$ cat config.mk
export PLATFORM = sky130hd
export DESIGN_NAME = banked_regfile
export DESIGN_NICKNAME = d
export VERILOG_FILES = /design/src/rtl/bankrf_pkg.sv /design/src/rtl/bankrf_mode_dec.sv /design/src/rtl/bankrf_map.sv /design/src/rtl/bankrf_gpr.sv /design/src/rtl/bankrf_ss.sv /design/src/rtl/banked_regfile.sv
export SDC_FILE = /design/constraint.sdc
export NUM_CORES = 2
export LEC_CHECK = 0
export BUFFER_PORTS_ARGS = -buffer_cell sky130_fd_sc_hd__buf_4
export CORE_MARGIN = 2
export CORE_UTILIZATION = 40
export DETAILED_ROUTE_END_ITERATION = 8
export PLACE_DENSITY = 0.62
export SETUP_SLACK_MARGIN = 0.3
export SLEW_MARGIN = 20
export SYNTH_ARGS = -nofsm -noshare
export SYNTH_HDL_FRONTEND = slang
export SYNTH_SLANG_ARGS = --single-unit
$ cat constraint.sdc
create_clock -name clk -period 13.9 [get_ports clk]
set_clock_uncertainty 0.2 [all_clocks]
set_input_delay 2.085 -clock clk [delete_from_list [all_inputs] [get_ports clk]]
set_output_delay 2.085 -clock clk [all_outputs]
set_load 0.005 [all_outputs]
$ cat src/rtl/bankrf_pkg.sv
package bankrf_pkg;

    localparam int NUM_ARCH  = 16;
    localparam int IDX_W     = $clog2(NUM_ARCH);
    localparam int MODE_W    = 5;

    // banked index windows
    localparam int FIQ_LO    = 8;
    localparam int BANK_HI   = 14;
    localparam int EXC_LO    = 13;
    localparam int FIQ_CNT   = BANK_HI - FIQ_LO + 1;
    localparam int EXC_CNT   = BANK_HI - EXC_LO + 1;
    localparam int NUM_EXC   = 4;

    localparam int FIQ_BASE  = NUM_ARCH;
    localparam int EXC_BASE  = FIQ_BASE + FIQ_CNT;
    localparam int NUM_PHYS  = EXC_BASE + NUM_EXC * EXC_CNT;
    localparam int PHYS_W    = $clog2(NUM_PHYS);

    localparam int NUM_SS    = 1 + NUM_EXC;
    localparam int SLOT_W    = $clog2(NUM_SS);

    localparam logic [MODE_W-1:0] MD_USR = 5'b10000;
    localparam logic [MODE_W-1:0] MD_FIQ = 5'b10001;
    localparam logic [MODE_W-1:0] MD_IRQ = 5'b10010;
    localparam logic [MODE_W-1:0] MD_SVC = 5'b10011;
    localparam logic [MODE_W-1:0] MD_ABT = 5'b10111;
    localparam logic [MODE_W-1:0] MD_UND = 5'b11011;
    localparam logic [MODE_W-1:0] MD_SYS = 5'b11111;

    typedef enum logic [2:0] {
        BK_USR = 3'd0,
        BK_FIQ = 3'd1,
        BK_IRQ = 3'd2,
        BK_SVC = 3'd3,
        BK_ABT = 3'd4,
        BK_UND = 3'd5
    } bank_e;

endpackage

$ cat src/rtl/bankrf_mode_dec.sv
module bankrf_mode_dec
    import bankrf_pkg::*;
(
    input  logic [MODE_W-1:0] mode,
    input  logic              user_bank,
    output bank_e             gp_bank,
    output bank_e             ss_bank,
    output logic              ss_valid
);

    bank_e raw_bank;

    always_comb begin
        unique case (mode)
            MD_FIQ:  raw_bank = BK_FIQ;
            MD_IRQ:  raw_bank = BK_IRQ;
            MD_SVC:  raw_bank = BK_SVC;
            MD_ABT:  raw_bank = BK_ABT;
            MD_UND:  raw_bank = BK_UND;
            default: raw_bank = BK_USR;   // user, system and unlisted codes
        endcase
    end

    always_comb begin
        ss_bank  = raw_bank;
        ss_valid = (raw_bank != BK_USR);
        gp_bank  = user_bank ? BK_USR : raw_bank;
    end

endmodule

$ cat src/rtl/bankrf_map.sv
module bankrf_map
    import bankrf_pkg::*;
(
    input  bank_e             bank,
    input  logic [IDX_W-1:0]  idx,
    output logic [PHYS_W-1:0] phys
);

    int idx_i;
    int exc_ord;
    logic in_fiq_win;
    logic in_exc_win;
    logic is_exc_bank;

    always_comb begin
        idx_i       = int'(idx);
        exc_ord     = int'(bank) - int'(BK_IRQ);
        in_fiq_win  = (idx_i >= FIQ_LO) && (idx_i <= BANK_HI);
        in_exc_win  = (idx_i >= EXC_LO) && (idx_i <= BANK_HI);
        is_exc_bank = (bank == BK_IRQ) || (bank == BK_SVC) ||
                      (bank == BK_ABT) || (bank == BK_UND);

        phys = PHYS_W'(idx_i);
        if ((bank == BK_FIQ) && in_fiq_win) begin
            phys = PHYS_W'(FIQ_BASE + idx_i - FIQ_LO);
        end else if (is_exc_bank && in_exc_win) begin
            phys = PHYS_W'(EXC_BASE + exc_ord * EXC_CNT + idx_i - EXC_LO);
        end
    end

endmodule

$ cat src/rtl/bankrf_gpr.sv
module bankrf_gpr
    import bankrf_pkg::*;
#(
    parameter int DATA_W = 32
) (
    input  logic              clk,
    input  logic              rst_n,
    input  logic [PHYS_W-1:0] rd_a_phys,
    output logic [DATA_W-1:0] rd_a_data,
    input  logic [PHYS_W-1:0] rd_b_phys,
    output logic [DATA_W-1:0] rd_b_data,
    input  logic              wr_en,
    input  logic [PHYS_W-1:0] wr_phys,
    input  logic [DATA_W-1:0] wr_data
);

    logic [NUM_PHYS-1:0][DATA_W-1:0] q;

    always_ff @(posedge clk or negedge rst_n) begin
        if (!rst_n) begin
            q <= '0;
        end else if (wr_en) begin
            q[wr_phys] <= wr_data;
        end
    end

    always_comb begin
        rd_a_data = q[rd_a_phys];
        rd_b_data = q[rd_b_phys];
    end

    // a write is visible from the next cycle on
    p_wr_lands_r6: assert property (@(posedge clk) disable iff (!rst_n)
        wr_en |=> q[$past(wr_phys)] == $past(wr_data));

    // no write, no change in storage
    p_hold_r6: assert property (@(posedge clk) disable iff (!rst_n)
        !wr_en |=> $stable(q));

endmodule

$ cat src/rtl/bankrf_ss.sv
module bankrf_ss
    import bankrf_pkg::*;
#(
    parameter int SS_W = 32
) (
    input  logic            clk,
    input  logic            rst_n,
    input  bank_e           ss_bank,
    input  logic            ss_valid,
    input  logic            rd_en,
    input  logic            wr_en,
    input  logic [SS_W-1:0] wr_data,
    output logic [SS_W-1:0] rd_data,
    output logic            err
);

    logic [NUM_SS-1:0][SS_W-1:0] q;
    logic [SLOT_W-1:0]           slot;

    always_comb begin
        slot    = ss_valid ? SLOT_W'(int'(ss_bank) - 1) : '0;
        rd_data = ss_valid ? q[slot] : '0;
        err     = (rd_en || wr_en) && !ss_valid;
    end

    always_ff @(posedge clk or negedge rst_n) begin
        if (!rst_n) begin
            q <= '0;
        end else if (wr_en && ss_valid) begin
            q[slot] <= wr_data;
        end
    end

    // a faulting access alters no saved-status word
    p_err_discard_r7: assert property (@(posedge clk) disable iff (!rst_n)
        err |=> $stable(q));

    // a faulting access reads zero
    p_err_zero_r7: assert property (@(posedge clk) disable iff (!rst_n)
        err |-> rd_data == '0);

    // no enable, no error
    p_quiet_r10: assert property (@(posedge clk) disable iff (!rst_n)
        (!rd_en && !wr_en) |-> !err);

endmodule

$ cat src/rtl/banked_regfile.sv
module banked_regfile
    import bankrf_pkg::*;
#(
    parameter int DATA_W = 32,
    parameter int SS_W   = 32
) (
    input  logic              clk,
    input  logic              rst_n,
    input  logic [4:0]        mode,
    input  logic              user_bank,
    input  logic [3:0]        rd_a_idx,
    output logic [DATA_W-1:0] rd_a_data,
    input  logic [3:0]        rd_b_idx,
    output logic [DATA_W-1:0] rd_b_data,
    input  logic              wr_en,
    input  logic [3:0]        wr_idx,
    input  logic [DATA_W-1:0] wr_data,
    input  logic              ss_rd_en,
    output logic [SS_W-1:0]   ss_rd_data,
    input  logic              ss_wr_en,
    input  logic [SS_W-1:0]   ss_wr_data,
    output logic              ss_err
);

    localparam int NUM_PORTS = 3;   // read A, read B, write

    bank_e gp_bank;
    bank_e ss_bank;
    logic  ss_valid;

    logic [IDX_W-1:0]  port_idx  [NUM_PORTS];
    logic [PHYS_W-1:0] port_phys [NUM_PORTS];

    always_comb begin
        port_idx[0] = rd_a_idx;
        port_idx[1] = rd_b_idx;
        port_idx[2] = wr_idx;
    end

    bankrf_mode_dec u_dec (
        .mode      (mode),
        .user_bank (user_bank),
        .gp_bank   (gp_bank),
        .ss_bank   (ss_bank),
        .ss_valid  (ss_valid)
    );

    for (genvar p = 0; p < NUM_PORTS; p++) begin : g_map
        bankrf_map u_map (
            .bank (gp_bank),
            .idx  (port_idx[p]),
            .phys (port_phys[p])
        );
    end

    bankrf_gpr #(.DATA_W(DATA_W)) u_gpr (
        .clk       (clk),
        .rst_n     (rst_n),
        .rd_a_phys (port_phys[0]),
        .rd_a_data (rd_a_data),
        .rd_b_phys (port_phys[1]),
        .rd_b_data (rd_b_data),
        .wr_en     (wr_en),
        .wr_phys   (port_phys[2]),
        .wr_data   (wr_data)
    );

    bankrf_ss #(.SS_W(SS_W)) u_ss (
        .clk      (clk),
        .rst_n    (rst_n),
        .ss_bank  (ss_bank),
        .ss_valid (ss_valid),
        .rd_en    (ss_rd_en),
        .wr_en    (ss_wr_en),
        .wr_data  (ss_wr_data),
        .rd_data  (ss_rd_data),
        .err      (ss_err)
    );

    // shared indices map to themselves in every mode
    p_shared_r2: assert property (@(posedge clk) disable iff (!rst_n)
        (rd_a_idx < 4'd8 || rd_a_idx == 4'd15) |-> port_phys[0] == PHYS_W'(rd_a_idx));

    // every mapped slot exists
    p_range_r2: assert property (@(posedge clk) disable iff (!rst_n)
        int'(port_phys[1]) < NUM_PHYS);

    // fast-interrupt writes to 8..14 stay in the private window
    p_fiq_win_r4: assert property (@(posedge clk) disable iff (!rst_n)
        (mode == MD_FIQ && !user_bank && wr_idx >= 4'd8 && wr_idx <= 4'd14)
        |-> (int'(port_phys[2]) >= FIQ_BASE && int'(port_phys[2]) < EXC_BASE));

    // override sends the write to the user copy
    p_override_r8: assert property (@(posedge clk) disable iff (!rst_n)
        user_bank |-> port_phys[2] == PHYS_W'(wr_idx));

endmodule

**Yosys cells after proc, flatten, opt, wreduce, memory -nomap -nowiden**

Cells that the tools add are included.

- Bits in registers: 1152
- Output and inout bits: 97
- Word-level logic and storage cells: 120
- Input bits: 87

- Order comparisons: 15
- Multiplexer cells: 22
- Equality and inequality tests: 10
- Reduce and logical (&&, ||, !) cells: 22
- Add/sub/neg operators: 15

Operators by type and width:

| cell | number |
|---|---|
| bitwise mux 992 bit | 1 |
| binary-select mux 32 bit (select 5 bit) | 2 |
| two-way mux 32 bit | 6 |
| bitwise mux 160 bit | 1 |
| demux 32 bit (select 5 bit) | 1 |
| binary-select mux 32 bit (select 3 bit) | 1 |
| demux 32 bit (select 3 bit) | 1 |
| two-way mux 5 bit | 6 |
| subtractor 5 bit (second input constant) | 6 |
| equality test 5 bit (second input constant) | 5 |
| greater-or-equal comparator 4 bit (second input constant) | 6 |
| less-than comparator 5 x 6 -> 1 bit (second input constant) | 3 |
| logical AND 1 bit | 16 |
| adder 5 x 4 -> 5 bit (first input constant) | 3 |
| adder 5 bit | 3 |
| case mux 3 bit (5 select lines) | 1 |
| <= comparator 4 bit (second input constant) | 3 |
| equality test 3 x 2 -> 1 bit (second input constant) | 2 |
| equality test 3 bit (second input constant) | 2 |
| two-way mux 3 bit | 2 |
| adder 5 bit (first input constant) | 1 |
| greater-or-equal comparator 5 x 1 -> 1 bit (second input constant) | 1 |
| logical OR 1 bit | 4 |
| less-than comparator 3 x 4 -> 1 bit (second input constant) | 1 |
| 6 further kinds | 6 |

**Longest topological paths before layout**

- Depth after elaboration: 15
- Gate-level depth with buffers: 20
- Depth with buffers taken out: 15

**By module**

From an unflattened synthesis, not the netlist that was laid out.

- Cells, all modules: 4391
- Area total of the unflattened synthesis: 61591.6 um^2

Modules (own cells, without submodules):

| module | sequential area each (um^2) | area each (um^2) | cells each | times used |
|---|---|---|---|---|
| bankrf_gpr | 24823.8 | 53412.5 | 3795 | 1 |
| bankrf_ss | 4003.8 | 7402.1 | 504 | 1 |
| bankrf_map | 0.0 | 225.2 | 26 | 3 |
| bankrf_mode_dec | 0.0 | 101.3 | 14 | 1 |

**Worst setup path before layout**

No wires, ideal clock.

- Path type: input port to output port
- Start point: input mode[2]
- End point: output rd_b_data[17]
- Required time: 11.615 ns
- Buffers on the path: 5
- Data arrival time: 6.205 ns
- Setup slack: 5.410 ns
- Stages on the path: 19
- Cell sequence: clkbuf_2 > and4b_1 > clkbuf_1 > clkbuf_1 > nand2b_1 > ha_1 > clkbuf_1 > xor2_1 > ha_1 > inv_1 > fa_1 > nand4_1 > o311ai_2 > nand3_1 > clkbuf_1 > or3_1 > o31ai_1 > nor3_1 > o31ai_1

- Longest elaborated chain between the ends: 12
- Elaborated cells between the ends (all ways): 25
- Those cells by class: 4 x add/sub; 10 x eq/ne; 6 x mux; 5 x reduce/logical

RTL lines:

| item | line | RTL |
|---|---|---|
| start, declared | banked_regfile.sv:9 | `input logic [4:0] mode,` |
| equality test 5 bit | bankrf_mode_dec.sv:14 | `unique case (mode)` |
| case mux 3 bit (5 select lines) (*) | bankrf_mode_dec.sv:14 |  |
| two-way mux 3 bit (*) | bankrf_mode_dec.sv:27 | `gp_bank = user_bank ? BK_USR : raw_bank;` |
| branches (longest 6 deep; another with adder 5 bit) | - |  |
| two-way mux 5 bit (*) | bankrf_map.sv:24 | `if ((bank == BK_FIQ) && in_fiq_win) begin` |
| binary-select mux 32 bit (select 5 bit) (*) | bankrf_gpr.sv:29 | `rd_b_data = q[rd_b_phys];` |
| two-way mux 32 bit (implied by the code) (*) | bankrf_gpr.sv:29 |  |
| end, declared | banked_regfile.sv:14 | `output logic [DATA_W-1:0] rd_b_data,` |

Every way passes the cells marked *. The select of a mux whose other input is x is not followed.

**Worst setup path in the final report**

- Start point: input mode[3]
- End point: output rd_b_data[0]

Same word-level chain as after synthesis.

==> impl_results.md <==
- Total of max-cap violations: 0
- CTS Buffer Depth: 3
- Worst Hold Path EP: u_ss.q[105]
- Seq/Total Area, Yosys: about 44%
- TritonRoute pass-1 iters: 7
- Layout Cells excl Fill: 8388
- Synth top area share: between 40% and 50%
- Die width: 410 um
- Critical path's slowest cell: clkinv_1
- First-pass GRT wire length: 387000 um
- Flops & latches, synth: approximately 1200
- Clock buffer count from CTS: 134
- Grt total ovfl: 0
- Total power: 9.90 mW
- Fmax: 0.0937 GHz
- DIE AREA: 168000 um^2
- Fillers: 15000
- Drt via density: 6.73
- WL/cell: 32.1 um
- Final net count: between 6000 and 7000
- Largest net degree at the start of global routing: 168
- Htree depth: 4
- Share of power burned in combinational logic: 19.6%
- Vias in the first global route: between 50000 and 60000
- Worst slew margin: 22.3%
- Initial antenna violation count: 25
- Peak supply drop: 0.0897 mV
- Top FF cell, synth: dfrtp_1
- Max Slew Vio Count: 0
- DRT iter0 DRCs: 8843
- Area leader, netlist: dfrtp_1
- Layout cell share with drive strength beyond 1: a little under a third
- Status: completed
- Worst path most repeated cell: buf_4
- CTS root buffer: clkbuf_16
- Critical path arrival: about 8.4 ns
- Vias: 56400
- Synth Warn #: 0
- Number of synthesized flops with an enable pin: 0
- Hold Vio Cnt, Final: 0
- HP Start: u_ss.q[105]
- RSZ-0062 raised after global routing: false
- Most frequent cells in the layout: mux2_2, dfrtp_1, nand2_1
- PortBufs: 183
- Commonest non-fill, non-tap cell in the layout: mux2_2
- Synth cell types: 94
- Final Util: 45.2%
- Switching part of the total: between 30% and 40%
- Crit Path Max Fanout: 68
- Worst reg-to-reg setup slack: 12.84 ns
- GR Util All Layers: a little under a third
- # setup viols final: 0
- WS Path Type: in2out
- Worst-path clk slew: ~0.050 ns
- Required @ worst endpoint: 11.61 ns
- Hold Path Stages: 1
- R2R Path End: u_gpr.q[158]
- Sequential group share of total power: 43.0%
- Initial Util: 40.3%
- CTS tree: yes
- Core Area: 163000 um^2
- Placed Cells incl. Taps: 8134
- Antenna-violating nets left: 0
- Worst-skew pair later-pin latency: 0.80 ns
- Asr flop ratio synth: 100%
- CP Launch Type: input port
- Post-CTS resize count: 0
- Buf/Inv on CP: 6
- Hold Crit Class: reg2reg
- Period minus WS final: 10.67 ns
- Static leakage: 32.2 nW
- Setup bufs post-CTS: 0
- Power per cell area: between 100 and 150 nW/um^2
- Final Wtd Congestion: 0.914
- Post-DP HPWL: 150000 um
- Worst Hold Margin: between 0.2 and 0.3 ns
- Residual DRC count: 0
- Fin crit share: between 70% and 80%
- Area growth, synth to finish: 12.1%
- R2r worst-path depth: 1
- Clock power frac: a little under two fifths
- Die Ht: between 400 and 500 um
- Delay-heaviest family, CP: buffers and inverters
- Switch Pwr: 2.98 mW
- Post-synth net total: 6352
- Crit path capture type: output pin
- Register area: around 29000 um^2
- Post-CTS Hold Buffers: 0
- Post-Syn Area per Cell: 10.5 um^2
- DRT Wirelength: 269000 um
- Cells after synthesis: 6248
- Worst-Margin Slew: approximately 1.2 ns
- Area contributors post-synth: dfrtp_1, mux2_2, nand2_1
- Critical R2R Launch: u_gpr.q[158]
- Post-route setup TNS: 0 ns
- Internal Dissipation: 6.91 mW
- Mapped Area: 65800 um^2
- Critical Path, Cell by Cell: buf_4, nand2b_1, and4b_2, buf_4, nand2b_1, ha_4, clkinv_1, nor4_1, buf_4, o21ai_4, buf_4, nand2b_1, o22a_1, nand3b_1, o22ai_1, buf_4
- Sink Count: 1152
- # IOs: 184
- Slowest stage delay, CP: 0.86 ns
- Area occupied by multi-input gates: 34800 um^2
- # rows: 148
-- cell families after synthesis --
group / count (synthesis) / share of synthesized area (%)
xor+xnor: 11 / 0.146
buf+inv: 650 / 4.09
flops: 1152 / 43.8
fa+ha+maj: 17 / 0.357
mux: 1545 / 28.1
compound gates: 1249 / 13.0
simple gates: 1624 / 10.6
-- cell type report --
type / instances / share of cell area (%)
clock buffers: 195 / 5.36
well taps: 2175 / 3.69
repair buffers: 334 / 3.68
inverters: 29 / 0.151
multi-input cells: 4446 / 47.2
clock inverters: 44 / 0.807
flip-flops and latches: 1152 / 39.1
diodes: 13 / 0.0441
-- per-stage QoR --
| stage | worst slack (ns) | instance area [um^2] |
|---|---|---|
| 2_1_floorplan | 5.41 | 65800 |
| 3_3_place_gp | 3.23 | 69100 |
| 3_5_place_dp | 3.31 | 69100 |
| 4_1_cts | 3.28 | 73700 |
| 5_1_grt | 3.10 | 73800 |
| 6_report | 3.23 | 73800 |
-- Yosys cell counts, drive strengths merged (67+ instances only) --
cell type  instances
mux2            1197
dfrtp           1152
nand2            793
clkbuf           370
nor2             367
a21oi            259
buf              251
mux2i            238
nand3            219
o21ai            188
o22ai            176
a31oi            133
mux4             110
o221ai            92
nor3              67
-- how the worst max path moves through the flow --
| stage | to | slack (ns) | cells after the start | from |
|---|---|---|---|---|
| floorplan | rd_b_data[17] | 5.41 | 19 | mode[2] |
| global placement | rd_b_data[0] | 3.23 | 18 | mode[3] |
| detailed placement | rd_b_data[0] | 3.31 | 18 | mode[3] |
| CTS | rd_b_data[0] | 3.28 | 18 | mode[3] |
| global route | rd_b_data[31] | 3.10 | 17 | mode[3] |
| finish | rd_b_data[0] | 3.23 | 16 | mode[3] |
-- power by group through the flow --
| stage | Sequential (mW) | Clock, mW | Combinational (mW) |
|---|---|---|---|
| finish | 4.26 | 3.70 | 1.94 |
| global route | 4.31 | 3.86 | 2.07 |
| CTS | 4.23 | 3.72 | 1.91 |
| detailed placement | 4.29 | 0 | 1.90 |
| global placement | 4.26 | 0 | 1.86 |
| floorplan | 4.16 | 0 | 1.30 |
-- state kept, by name, indices dropped and copies added (netlist names) --
register and cells:
u_gpr.q 992, u_ss.q 160
-- metal layers --
layer	share of wire, %	vias up	GRT usage, %	wire, um
li1	-	22900	-	-
met1	38	28500	40.0	101000
met2	43	3976	45.7	115000
met5	0.047	-	0	126
met3	13	1019	10.5	35200
met4	6.5	18	18.6	17500
No activity file was read; power rests on OpenSTA's default activity.
